File: src/rtl/cls_pkg.sv
package cls_pkg;

    localparam int WORD_W    = 32;
    localparam int REC_WORDS = 4;
    localparam int REC_IDX_W = $clog2(REC_WORDS);
    localparam int REC_BYTES = REC_WORDS * 4;

    // list-mode selector values carried in cptr_wdata[31:29]
    localparam logic [2:0] LMODE_DIRECT = 3'd0;
    localparam logic [2:0] LMODE_PTRS   = 3'd1;

    // result word bit positions
    localparam int RES_VALID_BIT = 31;
    localparam int RES_ERR_BIT   = 3;
    localparam int RES_FLUSH_BIT = 2;
    localparam int RES_DONE_BIT  = 1;

    localparam int LAST_BIT = 31;

    typedef enum logic [2:0] {
        ST_IDLE,
        ST_PTR_REQ,
        ST_PTR_WAIT,
        ST_REC_REQ,
        ST_REC_WAIT,
        ST_DESC,
        ST_POST
    } walk_state_e;

    typedef struct packed {
        logic [WORD_W-1:0] cmd;
        logic [WORD_W-1:0] src;
        logic [WORD_W-1:0] dst;
        logic [WORD_W-1:0] len;
    } desc_t;

    // stored address field (addr >> 3) back to a byte address
    function automatic logic [WORD_W-1:0] field_to_byte(input logic [WORD_W-1:0] w);
        return {w[WORD_W-4:0], 3'b000};
    endfunction

endpackage

File: src/rtl/cls_result_fifo.sv
module cls_result_fifo #(
    parameter int DEPTH = 4,
    parameter int WIDTH = 32
) (
    input  logic                           clk,
    input  logic                           rst_n,
    input  logic                           push,
    input  logic [WIDTH-1:0]               push_data,
    input  logic                           pop,
    output logic [WIDTH-1:0]               head,
    output logic                           full,
    output logic                           empty,
    output logic [$clog2(DEPTH+1)-1:0]     count
);
    localparam int PTR_W = (DEPTH > 1) ? $clog2(DEPTH) : 1;
    localparam int CNT_W = $clog2(DEPTH + 1);

    logic [PTR_W-1:0] wr_ptr_q, rd_ptr_q;
    logic [CNT_W-1:0] count_q;
    logic             do_push, do_pop;
    logic [WIDTH-1:0] slot_w [DEPTH];

    assign full    = (count_q == CNT_W'(DEPTH));
    assign empty   = (count_q == '0);
    assign do_push = push && !full;
    assign do_pop  = pop && !empty;
    assign count   = count_q;
    assign head    = slot_w[rd_ptr_q];

    function automatic logic [PTR_W-1:0] bump(input logic [PTR_W-1:0] p);
        return (p == PTR_W'(DEPTH - 1)) ? '0 : p + 1'b1;
    endfunction

    for (genvar i = 0; i < DEPTH; i++) begin : g_slot
        logic [WIDTH-1:0] data_q;
        always_ff @(posedge clk) begin
            if (do_push && wr_ptr_q == PTR_W'(i)) begin
                data_q <= push_data;
            end
        end
        assign slot_w[i] = data_q;
    end

    always_ff @(posedge clk or negedge rst_n) begin
        if (!rst_n) begin
            wr_ptr_q <= '0;
            rd_ptr_q <= '0;
            count_q  <= '0;
        end else begin
            if (do_push) wr_ptr_q <= bump(wr_ptr_q);
            if (do_pop)  rd_ptr_q <= bump(rd_ptr_q);
            unique case ({do_push, do_pop})
                2'b10:   count_q <= count_q + 1'b1;
                2'b01:   count_q <= count_q - 1'b1;
                default: count_q <= count_q;
            endcase
        end
    end
endmodule

File: src/rtl/cls_walker.sv
module cls_walker
    import cls_pkg::*;
(
    input  logic              clk,
    input  logic              rst_n,
    input  logic              start,
    input  logic [WORD_W-1:0] start_word,
    output logic              mem_req,
    output logic [WORD_W-1:0] mem_addr,
    input  logic              mem_rvalid,
    input  logic [WORD_W-1:0] mem_rdata,
    output logic              desc_valid,
    output desc_t             desc,
    input  logic              desc_ready,
    input  logic              post_ok,
    output logic              post_push,
    output logic [WORD_W-1:0] post_word,
    output logic              idle
);
    walk_state_e state_q, nstate;

    logic [WORD_W-1:0]    ptr_addr_q;
    logic [WORD_W-1:0]    rec_addr_q;
    logic                 ptr_mode_q;
    logic                 last_ptr_q;
    logic                 err_q;
    logic [REC_IDX_W-1:0] widx_q;
    logic [WORD_W-1:0]    rec_q [REC_WORDS];

    logic [2:0] start_mode;
    logic       word_last;
    logic       bad_rec_mode;
    logic       rec_last;

    assign start_mode   = start_word[31:29];
    assign word_last    = (widx_q == REC_IDX_W'(REC_WORDS - 1));
    assign bad_rec_mode = (widx_q == '0) && (mem_rdata[1:0] != 2'b00);
    assign rec_last     = rec_q[0][LAST_BIT];

    // state register
    always_ff @(posedge clk or negedge rst_n) begin
        if (!rst_n) state_q <= ST_IDLE;
        else        state_q <= nstate;
    end

    // next-state logic
    always_comb begin
        nstate = state_q;
        unique case (state_q)
            ST_IDLE: begin
                if (start) begin
                    if (start_mode == LMODE_PTRS)        nstate = ST_PTR_REQ;
                    else if (start_mode == LMODE_DIRECT) nstate = ST_REC_REQ;
                    else                                 nstate = ST_POST;
                end
            end
            ST_PTR_REQ:  nstate = ST_PTR_WAIT;
            ST_PTR_WAIT: if (mem_rvalid) nstate = ST_REC_REQ;
            ST_REC_REQ:  nstate = ST_REC_WAIT;
            ST_REC_WAIT: begin
                if (mem_rvalid) begin
                    if (bad_rec_mode)   nstate = ST_POST;
                    else if (word_last) nstate = ST_DESC;
                    else                nstate = ST_REC_REQ;
                end
            end
            ST_DESC: begin
                if (desc_ready) begin
                    if (!rec_last)                     nstate = ST_REC_REQ;
                    else if (ptr_mode_q && !last_ptr_q) nstate = ST_PTR_REQ;
                    else                               nstate = ST_POST;
                end
            end
            ST_POST:     if (post_ok) nstate = ST_IDLE;
            default:     nstate = ST_IDLE;
        endcase
    end

    // outputs decoded from the state
    always_comb begin
        mem_req    = 1'b0;
        desc_valid = 1'b0;
        post_push  = 1'b0;
        idle       = 1'b0;
        mem_addr   = rec_addr_q + (WORD_W'(widx_q) << 2);
        unique case (state_q)
            ST_IDLE:     idle = 1'b1;
            ST_PTR_REQ: begin
                mem_req  = 1'b1;
                mem_addr = ptr_addr_q;
            end
            ST_REC_REQ:  mem_req = 1'b1;
            ST_DESC:     desc_valid = 1'b1;
            ST_POST:     post_push = 1'b1;
            default: ;
        endcase
    end

    assign desc.cmd = rec_q[0];
    assign desc.src = rec_q[1];
    assign desc.dst = rec_q[2];
    assign desc.len = rec_q[3];

    always_comb begin
        post_word                = '0;
        post_word[RES_VALID_BIT] = 1'b1;
        post_word[RES_ERR_BIT]   = err_q;
        post_word[RES_FLUSH_BIT] = 1'b0;
        post_word[RES_DONE_BIT]  = !err_q;
    end

    // walk datapath
    always_ff @(posedge clk or negedge rst_n) begin
        if (!rst_n) begin
            ptr_addr_q <= '0;
            rec_addr_q <= '0;
            ptr_mode_q <= 1'b0;
            last_ptr_q <= 1'b0;
            err_q      <= 1'b0;
            widx_q     <= '0;
        end else begin
            unique case (state_q)
                ST_IDLE: begin
                    if (start) begin
                        ptr_addr_q <= field_to_byte(start_word);
                        rec_addr_q <= field_to_byte(start_word);
                        ptr_mode_q <= (start_mode == LMODE_PTRS);
                        last_ptr_q <= 1'b0;
                        err_q      <= (start_mode != LMODE_PTRS) && (start_mode != LMODE_DIRECT);
                        widx_q     <= '0;
                    end
                end
                ST_PTR_WAIT: begin
                    if (mem_rvalid) begin
                        rec_addr_q <= field_to_byte(mem_rdata);
                        last_ptr_q <= mem_rdata[LAST_BIT];
                        ptr_addr_q <= ptr_addr_q + 32'd4;
                        widx_q     <= '0;
                    end
                end
                ST_REC_WAIT: begin
                    if (mem_rvalid) begin
                        widx_q <= widx_q + 1'b1;
                        if (bad_rec_mode) err_q <= 1'b1;
                    end
                end
                ST_DESC: begin
                    if (desc_ready) begin
                        rec_addr_q <= rec_addr_q + WORD_W'(REC_BYTES);
                        widx_q     <= '0;
                    end
                end
                default: ;
            endcase
        end
    end

    // record staging words
    always_ff @(posedge clk) begin
        if (state_q == ST_REC_WAIT && mem_rvalid) begin
            rec_q[widx_q] <= mem_rdata;
        end
    end
endmodule

File: src/rtl/cls_host_if.sv
module cls_host_if #(
    parameter int CNT_W = 3
) (
    input  logic             clk,
    input  logic             rst_n,
    input  logic             cfg_wr,
    input  logic             cfg_irq_en,
    input  logic             idle,
    input  logic [CNT_W-1:0] fifo_count,
    input  logic             fifo_empty,
    input  logic [31:0]      fifo_head,
    input  logic             rslt_rd,
    output logic [31:0]      status,
    output logic [31:0]      rslt_rdata,
    output logic             irq,
    output logic             fifo_pop
);
    logic irq_en_q;

    always_ff @(posedge clk or negedge rst_n) begin
        if (!rst_n)      irq_en_q <= 1'b0;
        else if (cfg_wr) irq_en_q <= cfg_irq_en;
    end

    always_comb begin
        status        = '0;
        status[0]     = idle;
        status[1]     = !fifo_empty;
        status[31:29] = 3'(fifo_count);
    end

    assign rslt_rdata = fifo_empty ? 32'd0 : fifo_head;
    assign fifo_pop   = rslt_rd && !fifo_empty;
    assign irq        = irq_en_q && !fifo_empty;
endmodule

File: src/rtl/cmdlist_seq.sv
module cmdlist_seq
    import cls_pkg::*;
#(
    parameter int RES_DEPTH = 4
) (
    input  logic        clk,
    input  logic        rst_n,
    input  logic        cptr_wr,
    input  logic [31:0] cptr_wdata,
    input  logic        cfg_wr,
    input  logic        cfg_irq_en,
    input  logic        rslt_rd,
    output logic [31:0] rslt_rdata,
    output logic [31:0] status,
    output logic        irq,
    output logic        mem_req,
    output logic [31:0] mem_addr,
    input  logic        mem_rvalid,
    input  logic [31:0] mem_rdata,
    output logic        desc_valid,
    input  logic        desc_ready,
    output logic [31:0] desc_cmd,
    output logic [31:0] desc_src,
    output logic [31:0] desc_dst,
    output logic [31:0] desc_len
);
    localparam int CNT_W = $clog2(RES_DEPTH + 1);

    logic             idle;
    logic             post_push;
    logic [31:0]      post_word;
    logic             fifo_full, fifo_empty, fifo_pop;
    logic [31:0]      fifo_head;
    logic [CNT_W-1:0] fifo_count;
    desc_t            desc;

    cls_walker u_walker (
        .clk        (clk),
        .rst_n      (rst_n),
        .start      (cptr_wr && idle),
        .start_word (cptr_wdata),
        .mem_req    (mem_req),
        .mem_addr   (mem_addr),
        .mem_rvalid (mem_rvalid),
        .mem_rdata  (mem_rdata),
        .desc_valid (desc_valid),
        .desc       (desc),
        .desc_ready (desc_ready),
        .post_ok    (!fifo_full),
        .post_push  (post_push),
        .post_word  (post_word),
        .idle       (idle)
    );

    cls_result_fifo #(.DEPTH(RES_DEPTH), .WIDTH(32)) u_fifo (
        .clk       (clk),
        .rst_n     (rst_n),
        .push      (post_push),
        .push_data (post_word),
        .pop       (fifo_pop),
        .head      (fifo_head),
        .full      (fifo_full),
        .empty     (fifo_empty),
        .count     (fifo_count)
    );

    cls_host_if #(.CNT_W(CNT_W)) u_host (
        .clk        (clk),
        .rst_n      (rst_n),
        .cfg_wr     (cfg_wr),
        .cfg_irq_en (cfg_irq_en),
        .idle       (idle),
        .fifo_count (fifo_count),
        .fifo_empty (fifo_empty),
        .fifo_head  (fifo_head),
        .rslt_rd    (rslt_rd),
        .status     (status),
        .rslt_rdata (rslt_rdata),
        .irq        (irq),
        .fifo_pop   (fifo_pop)
    );

    assign desc_cmd = desc.cmd;
    assign desc_src = desc.src;
    assign desc_dst = desc.dst;
    assign desc_len = desc.len;
endmodule

File: config.mk
export PLATFORM = sky130hd
export DESIGN_NAME = cmdlist_seq
export DESIGN_NICKNAME = d
export VERILOG_FILES = /design/src/rtl/cls_pkg.sv /design/src/rtl/cls_result_fifo.sv /design/src/rtl/cls_walker.sv /design/src/rtl/cls_host_if.sv /design/src/rtl/cmdlist_seq.sv
export SDC_FILE = /design/constraint.sdc
export NUM_CORES = 1
export LEC_CHECK = 0
export ABC_CLOCK_PERIOD_IN_PS = 7700
export BUFFER_PORTS_ARGS = -buffer_cell sky130_fd_sc_hd__buf_2
export CORE_ASPECT_RATIO = 0.6
export CORE_MARGIN = 2
export CORE_UTILIZATION = 50
export CTS_CLUSTER_DIAMETER = 60
export DETAILED_ROUTE_END_ITERATION = 10
export PLACE_DENSITY_LB_ADDON = 0.25
export SLEW_MARGIN = 20
export SYNTH_ARGS = -nofsm -noshare
export SYNTH_HDL_FRONTEND = slang
export SYNTH_SLANG_ARGS = --single-unit
File: constraint.sdc
create_clock -name clk -period 7.7 [get_ports clk]
set_clock_uncertainty 0.2 [all_clocks]
set_input_delay 0.77 -clock clk [delete_from_list [all_inputs] [get_ports clk]]
set_output_delay 0.77 -clock clk [all_outputs]
set_load 0.02 [all_outputs]
==> flow_metrics.tcl, run 1 <==
set metrics [dict create \
    synth_top_area_share_pct 38.7 \
    fmax_ghz 0.227 \
    finalCriticalPeriod_ns 4.41 \
    ys_seq_area_share_pct 56.5 \
    cp-end-kind "output pin" \
    route.met3.wl_um 2930 \
    pwr_density_cell_nw_per_um2 375 \
    critPathTopFamily "simple AND/OR/NAND/NOR gates" \
    drive_gt1_share_pct 26.6 \
    num_vias 8471 \
    crit_buf_inv 1 \
    htreeDepth 1 \
    die_x_um 192 \
    cap_violations 0 \
    slowest_delay_ns 0.80 \
    die_h_um 117 \
    ys_top_cells_by_area "edfxtp_1, dfrtp_1, buf_4" \
    io_buffers 240 \
    finalSetupViolCount 0 \
    synth_seq_cells 211 \
    worstSetupPathType "register to output pin" \
    path_clk_slew_ns 0.06 \
    cp_cell_sequence "ha_1, ha_1, nand3_1, nor4_2, nand3_1, xnor2_1, o21ai_0, buf_2" \
    io-pin-count 299 \
    cts_tree "yes" \
    crit_required_ns 6.73 \
    min_period_over_period_pct 57.3 \
    p_sw_w 0.00192 \
    placed_cell_area_um2 11600 \
    syn_to_final_growth_pct 17.1 \
    pwr-share-clk_pct 22.4 \
    nFillCells 1816 \
    multi_input_area_um2 3990 \
    hold_class "primary input to register" \
    cp_max_fo 11 \
    ir_drop_mv 0.211 \
    drt_iter0_drc 939 \
    design_area_um2 12300 \
    std_cell_rows 41 \
    cts_resized 0 \
    dr_wl_met2_um 12500 \
    grt_pass1_vias 7431 \
    drv_slew 0 \
    cpMaxStageDelayCell "nor4_2" \
    syn_inst 971 \
    yosysWarnings 0 \
    core_um2 20800 \
    antenna_found_initial 2 \
    arrival_ns 3.44 \
    route.detailed.drc 0 \
    clock_sinks 211 \
    sw_frac_of_total_pct 41.5 \
    status "finished clean" \
    crit_path_start_kind "register" \
    synth_area_um2 10500 \
    finalHoldViolCount 0 \
    numCtsBuffers 21 \
    first_pass_iters 5 \
    async_flop_share_pct 35.5 \
    yosysMostFrequentCell "edfxtp_1" \
    ant_nets 0 \
    ys.flop_type "edfxtp_1" \
    place_congestion 0.988 \
    placedCellCount 1432 \
    cts_hold_buf 1 \
    worstMarginPinSlew_ns 1.05 \
    cts-root-buf "clkbuf_16" \
    top_layer "met5" \
    clock_path_buffers 3 \
    dp_hpwl_um 21700 \
    start_util_pct 50.6 \
    seqPwrFrac_pct 38.4 \
    rsz0062_at_grt "no" \
    vias_per_cell 5.75 \
    synth_edf_count 136 \
    tns_ns 0 \
    grt-ovfl-total 0 \
    cts_setup_buffers 0 \
    nets 1264 \
    final_cells 1472 \
    wl_met1_um 14500 \
    seq_area_um2 5960 \
    clk_latency_ns 0.51 \
    yosys.area.top_type "edfxtp_1" \
    p_int_w 0.00271 \
    pwr-share-comb_pct 39.2 \
    grt_start_max_net_pins 63 \
    synth_common_cells "edfxtp_1, nand2_1, dfrtp_1" \
    avgSynthCellArea_um2 10.9 \
    post_drt_wl_per_cell_um 20.6 \
    slew_headroom_pct 29.2 \
    grt_pass1_wl_um 44500 \
    p_leak_nw 4.92 \
    yosysUniqueCellTypes 81 \
    dieArea_um2 22300 \
    wl_um 30400 \
    grtUsageTotal_pct 26.4 \
]
area by class of cell:
cell class                 count  area share (%)
sequential                   211            48.3
timing repair buffer         251            10.4
antenna                        1          0.0203
clock buffer                  32            4.91
clock inverter                 6           0.648
inverter                      20           0.608
multi-input combinational    672            32.3
tap                          279            2.83
cells by family after synthesis:
group                      synth area share, %
muxes                                     1.45
and+or+nand+nor                           15.2
other                                   0.0355
buffers and inverters                     7.97
xor gates and xnor gates                  2.49
adders and majority gates                 1.85
DFF                                       56.5
AOI/OAI and AO/OA                         14.5
metrics by stage:
step	utilization [%]	hold slack, ns	setup slack [ns]	total power, W
2_1_floorplan	-	0.239	4.65	0.00305
3_3_place_gp	55.9	0.270	4.04	0.00353
3_5_place_dp	55.9	0.306	3.96	0.00357
4_1_cts	59.3	0.275	3.41	0.00461
5_1_grt	59.3	0.277	3.18	0.00489
6_report	59.3	0.293	3.29	0.00463
sequential cells by signal (all words and copies together), names as in the netlist:
name	cells
u_walker.state_q	3
u_fifo.g_slot.data_q	8
u_walker.rec_q	128
u_walker.ptr_mode_q	1
u_fifo.rd_ptr_q	2
u_fifo.wr_ptr_q	2
u_walker.widx_q	2
u_walker.last_ptr_q	1
u_host.irq_en_q	1
u_walker.rec_addr_q	29
u_walker.err_q	1
u_walker.ptr_addr_q	30
u_fifo.count	3
final timing paths:
kind,depth (start not counted),slack (ns),startpoint,to
min in group asynchronous,2,0.51,rst_n,u_walker.ptr_addr_q[19]$_DFFE_PN0P_
max in group asynchronous,3,5.60,rst_n,u_fifo.count[2]$_DFFE_PN0P_
max reg2reg,6,4.36,u_walker.state_q[2]$_DFFE_PN0P_,u_walker.rec_addr_q[31]$_DFFE_PN0P_
min,1,0.29,mem_rdata[6],u_walker.rec_q[1][6]$_DFFE_PP_
max,8,3.29,u_walker.widx_q[1]$_DFFE_PN0P_,mem_addr[29]
min reg2reg,1,0.31,u_host.irq_en_q$_DFFE_PN0P_,u_host.irq_en_q$_DFFE_PN0P_
power by group through the flow:
stage | registers (W) | clock network (W) | logic [W]
floorplan | 0.00167 | 0 | 0.00139
global placement | 0.00177 | 0 | 0.00176
detailed placement | 0.00178 | 0 | 0.00179
CTS | 0.00176 | 0.00105 | 0.00180
global route | 0.00181 | 0.00109 | 0.00198
finish | 0.00178 | 0.00104 | 0.00182
cell usage in the layout, fill, tap and decap left out, types with 10 or more instances in the layout:
cell type,instances
clkbuf_16,21
edfxtp_1,136
nand3_1,45
o21ai_0,62
a21oi_1,67
buf_4,10
dfrtp_1,75
o22ai_1,16
inv_1,20
xnor2_1,14
buf_2,240
a31oi_1,13
xor2_1,16
conb_1,58
ha_1,14
nand4_1,22
nand2_1,108
o22a_1,13
nor2_1,61
a2bb2oi_1,13
per-layer routing:
layer,vias to the layer above,GRT usage [%]
met4,2,5.49
met1,4091,42.3
li1,3850,-
met2,479,36.6
met5,-,0
met3,49,5.35
(Power assumes the default switching activity.)
==> run 2, diff against run 1 <==
--- a/config.mk
+++ b/config.mk
@@ -5,7 +5,8 @@
 export SDC_FILE = /design/constraint.sdc
 export NUM_CORES = 1
 export LEC_CHECK = 0
-export ABC_CLOCK_PERIOD_IN_PS = 7700
+export ABC_AREA = 1
+export ABC_CLOCK_PERIOD_IN_PS = 4600
 export BUFFER_PORTS_ARGS = -buffer_cell sky130_fd_sc_hd__buf_2
 export CORE_ASPECT_RATIO = 0.6
 export CORE_MARGIN = 2
==> constraint.sdc (replaced) <==
create_clock -name clk -period 4.6 [get_ports clk]
set_clock_uncertainty 0.2 [all_clocks]
set_input_delay 0.46 -clock clk [delete_from_list [all_inputs] [get_ports clk]]
set_output_delay 0.46 -clock clk [all_outputs]
set_load 0.02 [all_outputs]
==> flow_metrics.tcl, run 2 <==
set metrics [dict create \
    slowest_delay_ns 0.43 \
    crit_path_start_kind "register" \
    dp_slack_ns 1.64 \
    drv_slew 0 \
    fmax_ghz 0.283 \
    finalHoldViolCount 0 \
    syn_inst 1307 \
    max_flop_register "u_walker.rec_q" \
    grt_pass1_wl_um 51200 \
    crit_required_ns 3.94 \
    seqPwrFrac_pct 35.9 \
    top_regs "u_walker.rec_q x128, u_walker.ptr_addr_q x30, u_walker.rec_addr_q x29" \
    numCtsBuffers 21 \
    status "finished clean" \
    p_int_w 0.00446 \
    final_cell_mix "nand2_1, buf_2, nor2_1" \
    cpMaxStageDelayCell "dfrtp_1" \
    slew_headroom_pct 31.1 \
    first_pass_iters 7 \
    rsz0062_at_grt "no" \
    vias_per_cell 5.31 \
    cp_cell_sequence "ha_1, ha_1, inv_1, nor2_1, nand2_1, nor2_2, nand2_1, o21ai_1, nand3_1, nand2_1, buf_2" \
    finalSetupViolCount 0 \
    dieArea_um2 23400 \
    grt_start_max_net_pins 68 \
    synth_top_family_by_area "simple AND/OR/NAND/NOR gates" \
    avgSynthCellArea_um2 8.48 \
    final_common_cell "nand2_1" \
    post_drt_wl_per_cell_um 18.1 \
    cts-root-buf "clkbuf_16" \
    ys.flop_type "edfxtp_1" \
    finalCriticalPeriod_ns 3.54 \
    placed_cell_area_um2 12300 \
    pwr-share-comb_pct 42.7 \
    route.detailed.drc 0 \
    io_buffers 240 \
    die_x_um 196 \
    min_period_over_period_pct 76.9 \
    yosys.area_share.simple_pct 25.5 \
    grt_pass1_vias 9030 \
    yosysWarnings 0 \
    antenna_found_initial 0 \
    clock_path_buffers 3 \
    worstSetupPathType "register to output pin" \
    die_h_um 119 \
    cp-end-kind "output pin" \
    grt-ovfl-total 0 \
    cp_max_fo 5 \
    synth_top_area_share_pct 36.9 \
    cts_tree "yes" \
    ant_nets 0 \
    clock_sinks 211 \
    ys_seq_area_share_pct 53.8 \
    arrival_ns 2.88 \
    core_um2 21900 \
    yosysUniqueCellTypes 40 \
    pwr_density_cell_nw_per_um2 620 \
    nets 1651 \
    cpMostUsedCell "nand2_1" \
    multi_input_area_um2 4300 \
    yosysMostFrequentCell "nand2_1" \
    syn_to_final_growth_pct 19.6 \
    worst_slack_ns 1.06 \
    yosys.area.top_type "edfxtp_1" \
    pwr-share-clk_pct 21.4 \
    cap_violations 0 \
    hold_class "primary input to register" \
    async_flop_share_pct 35.5 \
    sw_frac_of_total_pct 45.8 \
    synth_mux_area_share_pct 0 \
    clk_latency_ns 0.51 \
    start_util_pct 50.6 \
    design_area_um2 13200 \
    path_clk_slew_ns 0.07 \
    synth_seq_cells 211 \
    holdWs_ns 0.00661 \
    dp_hpwl_um 24900 \
    synth_common_cells "nand2_1, nor2_1, edfxtp_1" \
    p_sw_w 0.00376 \
    nFillCells 1952 \
    worstMarginPinSlew_ns 1.03 \
    p_leak_nw 5.85 \
    std_cell_rows 42 \
    seq_area_um2 5960 \
    num_vias 9897 \
    drt_iter0_drc 1104 \
    htreeDepth 1 \
    grtUsageTotal_pct 28.5 \
    io-pin-count 299 \
    wl_um 33800 \
    drive_gt1_share_pct 19.4 \
    synth_compound_area_share_pct 7.73 \
    synth_fa_ha_area_share_pct 1.76 \
    ir_drop_mv 0.347 \
    largest_reg_flops 128 \
    n_antenna_cell 0 \
    synth_edf_count 136 \
    ys_top_cells_by_area "edfxtp_1, dfrtp_1, nand2_1" \
    synth_area_um2 11100 \
    synthXorXnorAreaFrac_pct 1.58 \
    place_congestion 1.00 \
    tns_ns 0 \
    cts_resized 0 \
]
[run 2: changes by cell type after synthesis, moves of 12 or more]
cell,previous run,this run
inv_1,20,111
a2bb2oi_1,13,0
clkbuf_1,28,11
buf_2,29,17
nand2_1,108,365
a21oi_1,67,50
o22a_1,13,0
o22ai_1,16,2
nand4_1,22,4
nand3_1,45,86
nor2_1,62,202
[run 2: layout make-up]
cell class	count	area share, %
Sequential cell	211	45.0
Multi-Input combinational cell	941	32.5
Timing Repair Buffer	272	11.3
Clock buffer	23	4.02
Inverter	117	3.31
Tap cell	286	2.70
Clock inverter	15	1.18
[run 2: logic make-up (layout without fill, tap and decap cells)]
| group | count (synthesis) | in the layout |
|---|---|---|
| XOR/XNOR | 20 | 20 |
| other | 1 | 58 |
| buffers and inverters | 212 | 427 |
| AO/OA/AOI/OAI | 159 | 159 |
| adder cells (fa/ha/maj) | 15 | 15 |
| flip-flops | 211 | 211 |
| AND/OR/NAND/NOR | 689 | 689 |
[run 2: worst paths after layout]
kind / from / end / slack (ns) / cells past startpoint
setup reg to reg: u_walker.state_q[1]$_DFFE_PN0P_ / u_walker.rec_q[1][12]$_DFFE_PP_ / 1.64 / 3
setup / recovery: u_walker.widx_q[1]$_DFFE_PN0P_ / mem_addr[27] / 1.06 / 11
min in group asynchronous: rst_n / u_host.irq_en_q$_DFFE_PN0P_ / 0.41 / 2
max in group asynchronous: rst_n / u_walker.rec_addr_q[29]$_DFFE_PN0P_ / 2.90 / 3
hold / removal: mem_rdata[4] / u_walker.rec_q[3][4]$_DFFE_PP_ / 0.007 / 1
hold reg to reg: u_walker.rec_addr_q[3]$_DFFE_PN0P_ / u_walker.rec_addr_q[3]$_DFFE_PN0P_ / 0.31 / 2
[run 2: power by group through the flow]
stage | sequential, W | clock [W] | combinational [W]
finish | 0.00295 | 0.00176 | 0.00351
CTS | 0.00293 | 0.00177 | 0.00348
global placement | 0.00296 | 0 | 0.00339
floorplan | 0.00285 | 0 | 0.00249
global route | 0.00300 | 0.00185 | 0.00389
detailed placement | 0.00296 | 0 | 0.00343
[run 2: routing by layer]
metal	vias up	global-route usage (%)	share of wire (%)
met5	-	0	0
met1	4605	43.4	45
met4	0	8.43	2.9
met3	68	6.97	11
li1	4658	-	-
met2	566	40.3	41
[run 2: per-stage QoR]
step,total power (W),util (%),cells
2_1_floorplan,0.00534,-,1364
3_3_place_gp,0.00635,56.2,1803
3_5_place_dp,0.00640,56.2,1803
4_1_cts,0.00817,60.5,1865
5_1_grt,0.00874,60.5,1865
6_report,0.00822,60.5,1865
[run 2: worst max-delay path, delay by kind of cell (launching register included)]
kind | cells | cell delay (ns)
compound gates | 1 | 0.12
fa+ha+maj | 2 | 0.48
buf+inv | 2 | 0.27
flops | 1 | 0.43
simple gates | 6 | 1.04
[run 2: repair_timing]
item | in CTS | in global routing
buffers inserted | 0 | 0
hold buffers | 24 | 0
hold endpoints to repair | 105 | 0
==> run 3, diff against run 2 <==
--- a/config.mk
+++ b/config.mk
@@ -6,11 +6,11 @@
 export NUM_CORES = 1
 export LEC_CHECK = 0
 export ABC_AREA = 1
-export ABC_CLOCK_PERIOD_IN_PS = 4600
+export ABC_CLOCK_PERIOD_IN_PS = 3000
 export BUFFER_PORTS_ARGS = -buffer_cell sky130_fd_sc_hd__buf_2
 export CORE_ASPECT_RATIO = 0.6
 export CORE_MARGIN = 2
-export CORE_UTILIZATION = 50
+export CORE_UTILIZATION = 48
 export CTS_CLUSTER_DIAMETER = 60
 export DETAILED_ROUTE_END_ITERATION = 10
 export PLACE_DENSITY_LB_ADDON = 0.25
==> constraint.sdc (replaced) <==
create_clock -name clk -period 3 [get_ports clk]
set_clock_uncertainty 0.2 [all_clocks]
set_input_delay 0.3 -clock clk [delete_from_list [all_inputs] [get_ports clk]]
set_output_delay 0.3 -clock clk [all_outputs]
set_load 0.02 [all_outputs]
==> flow_metrics.tcl, run 3 (same netlist as run 2, synthesis figures left out) <==
set metrics [dict create \
    drv_slew 0 \
    vias_per_cell 5.16 \
    cpMaxStageDelayCell "dfrtp_2" \
    grtUsageTotal_pct 27.9 \
    p_leak_nw 6.15 \
    finalCriticalPeriod_ns 2.91 \
    num_vias 10042 \
    path_clk_slew_ns 0.07 \
    dp_hpwl_um 25000 \
    min_period_over_period_pct 96.9 \
    dp_slack_ns 0.399 \
    slew_headroom_pct 46.7 \
    cp-startpoint "u_walker.rec_addr_q[4]$_DFFE_PN0P_" \
    cp-end-kind "output pin" \
    ant_nets 0 \
    cp_cell_sequence "ha_2, nand2_1, nor2_4, nand2_4, nor2_4, xor2_1, nand2_1, o21ai_0, buf_2" \
    worst_slack_ns 0.0934 \
    start_util_pct 48.5 \
    final_cell_mix "nand2_1, buf_2, nor2_1" \
    grt_pass1_vias 9039 \
    slowest_delay_ns 0.43 \
    crit_path_start_kind "register" \
    status "finished clean" \
    largest_reg_flops 128 \
    nets 1702 \
    drt_iter0_drc 917 \
    cts_tree "yes" \
    final_common_cell "nand2_1" \
    drive_gt1_share_pct 21.4 \
    min_path_cells 5 \
    io-pin-count 299 \
    fin_util_pct 61.2 \
    max_flop_register "u_walker.rec_q" \
    clock_path_buffers 3 \
    fmax_ghz 0.344 \
    n_antenna_cell 0 \
    design_area_um2 14000 \
    crit_end "mem_addr[14]" \
    worstMarginPinSlew_ns 0.800 \
    cp_max_fo 5 \
    placed_cell_area_um2 12500 \
    numCtsBuffers 21 \
    finalHoldViolCount 0 \
    route.detailed.drc 0 \
    worstSetupPathType "register to output pin" \
    antenna_found_initial 0 \
    cts-root-buf "clkbuf_16" \
    crit_required_ns 2.50 \
    r2r_slack_ns 0.56 \
    place_congestion 1.00 \
    reg2reg_depth 8 \
    dieArea_um2 24400 \
    grt_start_max_net_pins 68 \
    hold_class "primary input to register" \
    die_x_um 200 \
    grt_pass1_wl_um 52300 \
    grt-ovfl-total 0 \
    ir_drop_mv 0.487 \
    io_buffers 240 \
    wl_um 34200 \
    r2r_start "u_walker.state_q[2]$_DFFE_PN0P_" \
    syn_to_final_growth_pct 26.2 \
    clk_latency_ns 0.53 \
    first_pass_iters 6 \
    top_regs "u_walker.rec_q x128, u_walker.ptr_addr_q x30, u_walker.rec_addr_q x29" \
    regToRegEndpoint "u_walker.rec_addr_q[23]$_DFFE_PN0P_" \
    cap_violations 0 \
    std_cell_rows 43 \
    clock_sinks 211 \
    finalSetupViolCount 0 \
    post_drt_wl_per_cell_um 17.6 \
    arrival_ns 2.41 \
    holdWs_ns 0.0172 \
    htreeDepth 1 \
    pwr_density_cell_nw_per_um2 926 \
    nFillCells 2064 \
    die_h_um 122 \
    tns_ns 0 \
    core_um2 22900 \
]
-- run 3: per-layer routing --
layer	GRT usage (%)	vias to the layer above	share of wire, %	routed length [um]
met5	0	-	0	0
met4	6.72	0	2.3	773
met3	7.49	53	11	3720
met2	40.4	512	41	14200
met1	41.6	4719	45	15600
li1	-	4758	-	-
-- run 3: what timing repair did --
action | in CTS | in global routing
gates resized for setup | 8 | 27
endpoints found under the setup margin | 13 | 21
hold endpoints to repair | 185 | 0
hold buffers | 58 | 0
setup buffers | 1 | 1
pin swaps | 1 | 5
-- run 3: how the worst min path moves through the flow --
| stage | startpoint | to | slack (ns) |
|---|---|---|---|
| finish | cptr_wdata[5] | u_walker.ptr_addr_q[8]$_DFFE_PN0P_ | 0.02 |
| global route | cptr_wdata[21] | u_walker.ptr_addr_q[24]$_DFFE_PN0P_ | 0.02 |
| CTS | cptr_wdata[21] | u_walker.ptr_addr_q[24]$_DFFE_PN0P_ | 0.007 |
| detailed placement | rst_n | u_fifo.count[0]$_DFFE_PN0P_ | 0.20 |
| global placement | rst_n | u_fifo.rd_ptr_q[0]$_DFFE_PN0P_ | 0.20 |
| floorplan | rst_n | u_fifo.count[0]$_DFFE_PN0P_ | -0.20 |
-- run 3: per-stage QoR --
stage          std cells  power [W]
3_3_place_gp        1847    0.00983
3_5_place_dp        1847    0.00991
5_1_grt             1945     0.0138
4_1_cts             1944     0.0128
6_report            1945     0.0129
2_1_floorplan       1364    0.00819
-- run 3: layout make-up --
cell class / instances / area, um^2 / area share (%)
clock buffers: 28 / 623 / 4.46
clock inverters: 10 / 120 / 0.859
inverters: 117 / 439 / 3.14
multi-input cells: 941 / 4420 / 31.6
flip-flops and latches: 211 / 5960 / 42.6
well taps: 315 / 394 / 2.82
repair buffers: 323 / 2020 / 14.5
-- run 3: power by group --
part | internal [W] | switching, W
registers | 0.00374 | 0.000754
clock network | 0.00165 | 0.00117
logic | 0.00179 | 0.00385
-- run 3: critical path: cells and delay by family (launching register included) --
family / cells / cell delay, ns
compound gates: 1 / 0.13
xor+xnor: 1 / 0.18
fa+ha+maj: 1 / 0.23
buf+inv: 1 / 0.23
flops: 1 / 0.43
simple gates: 5 / 0.70
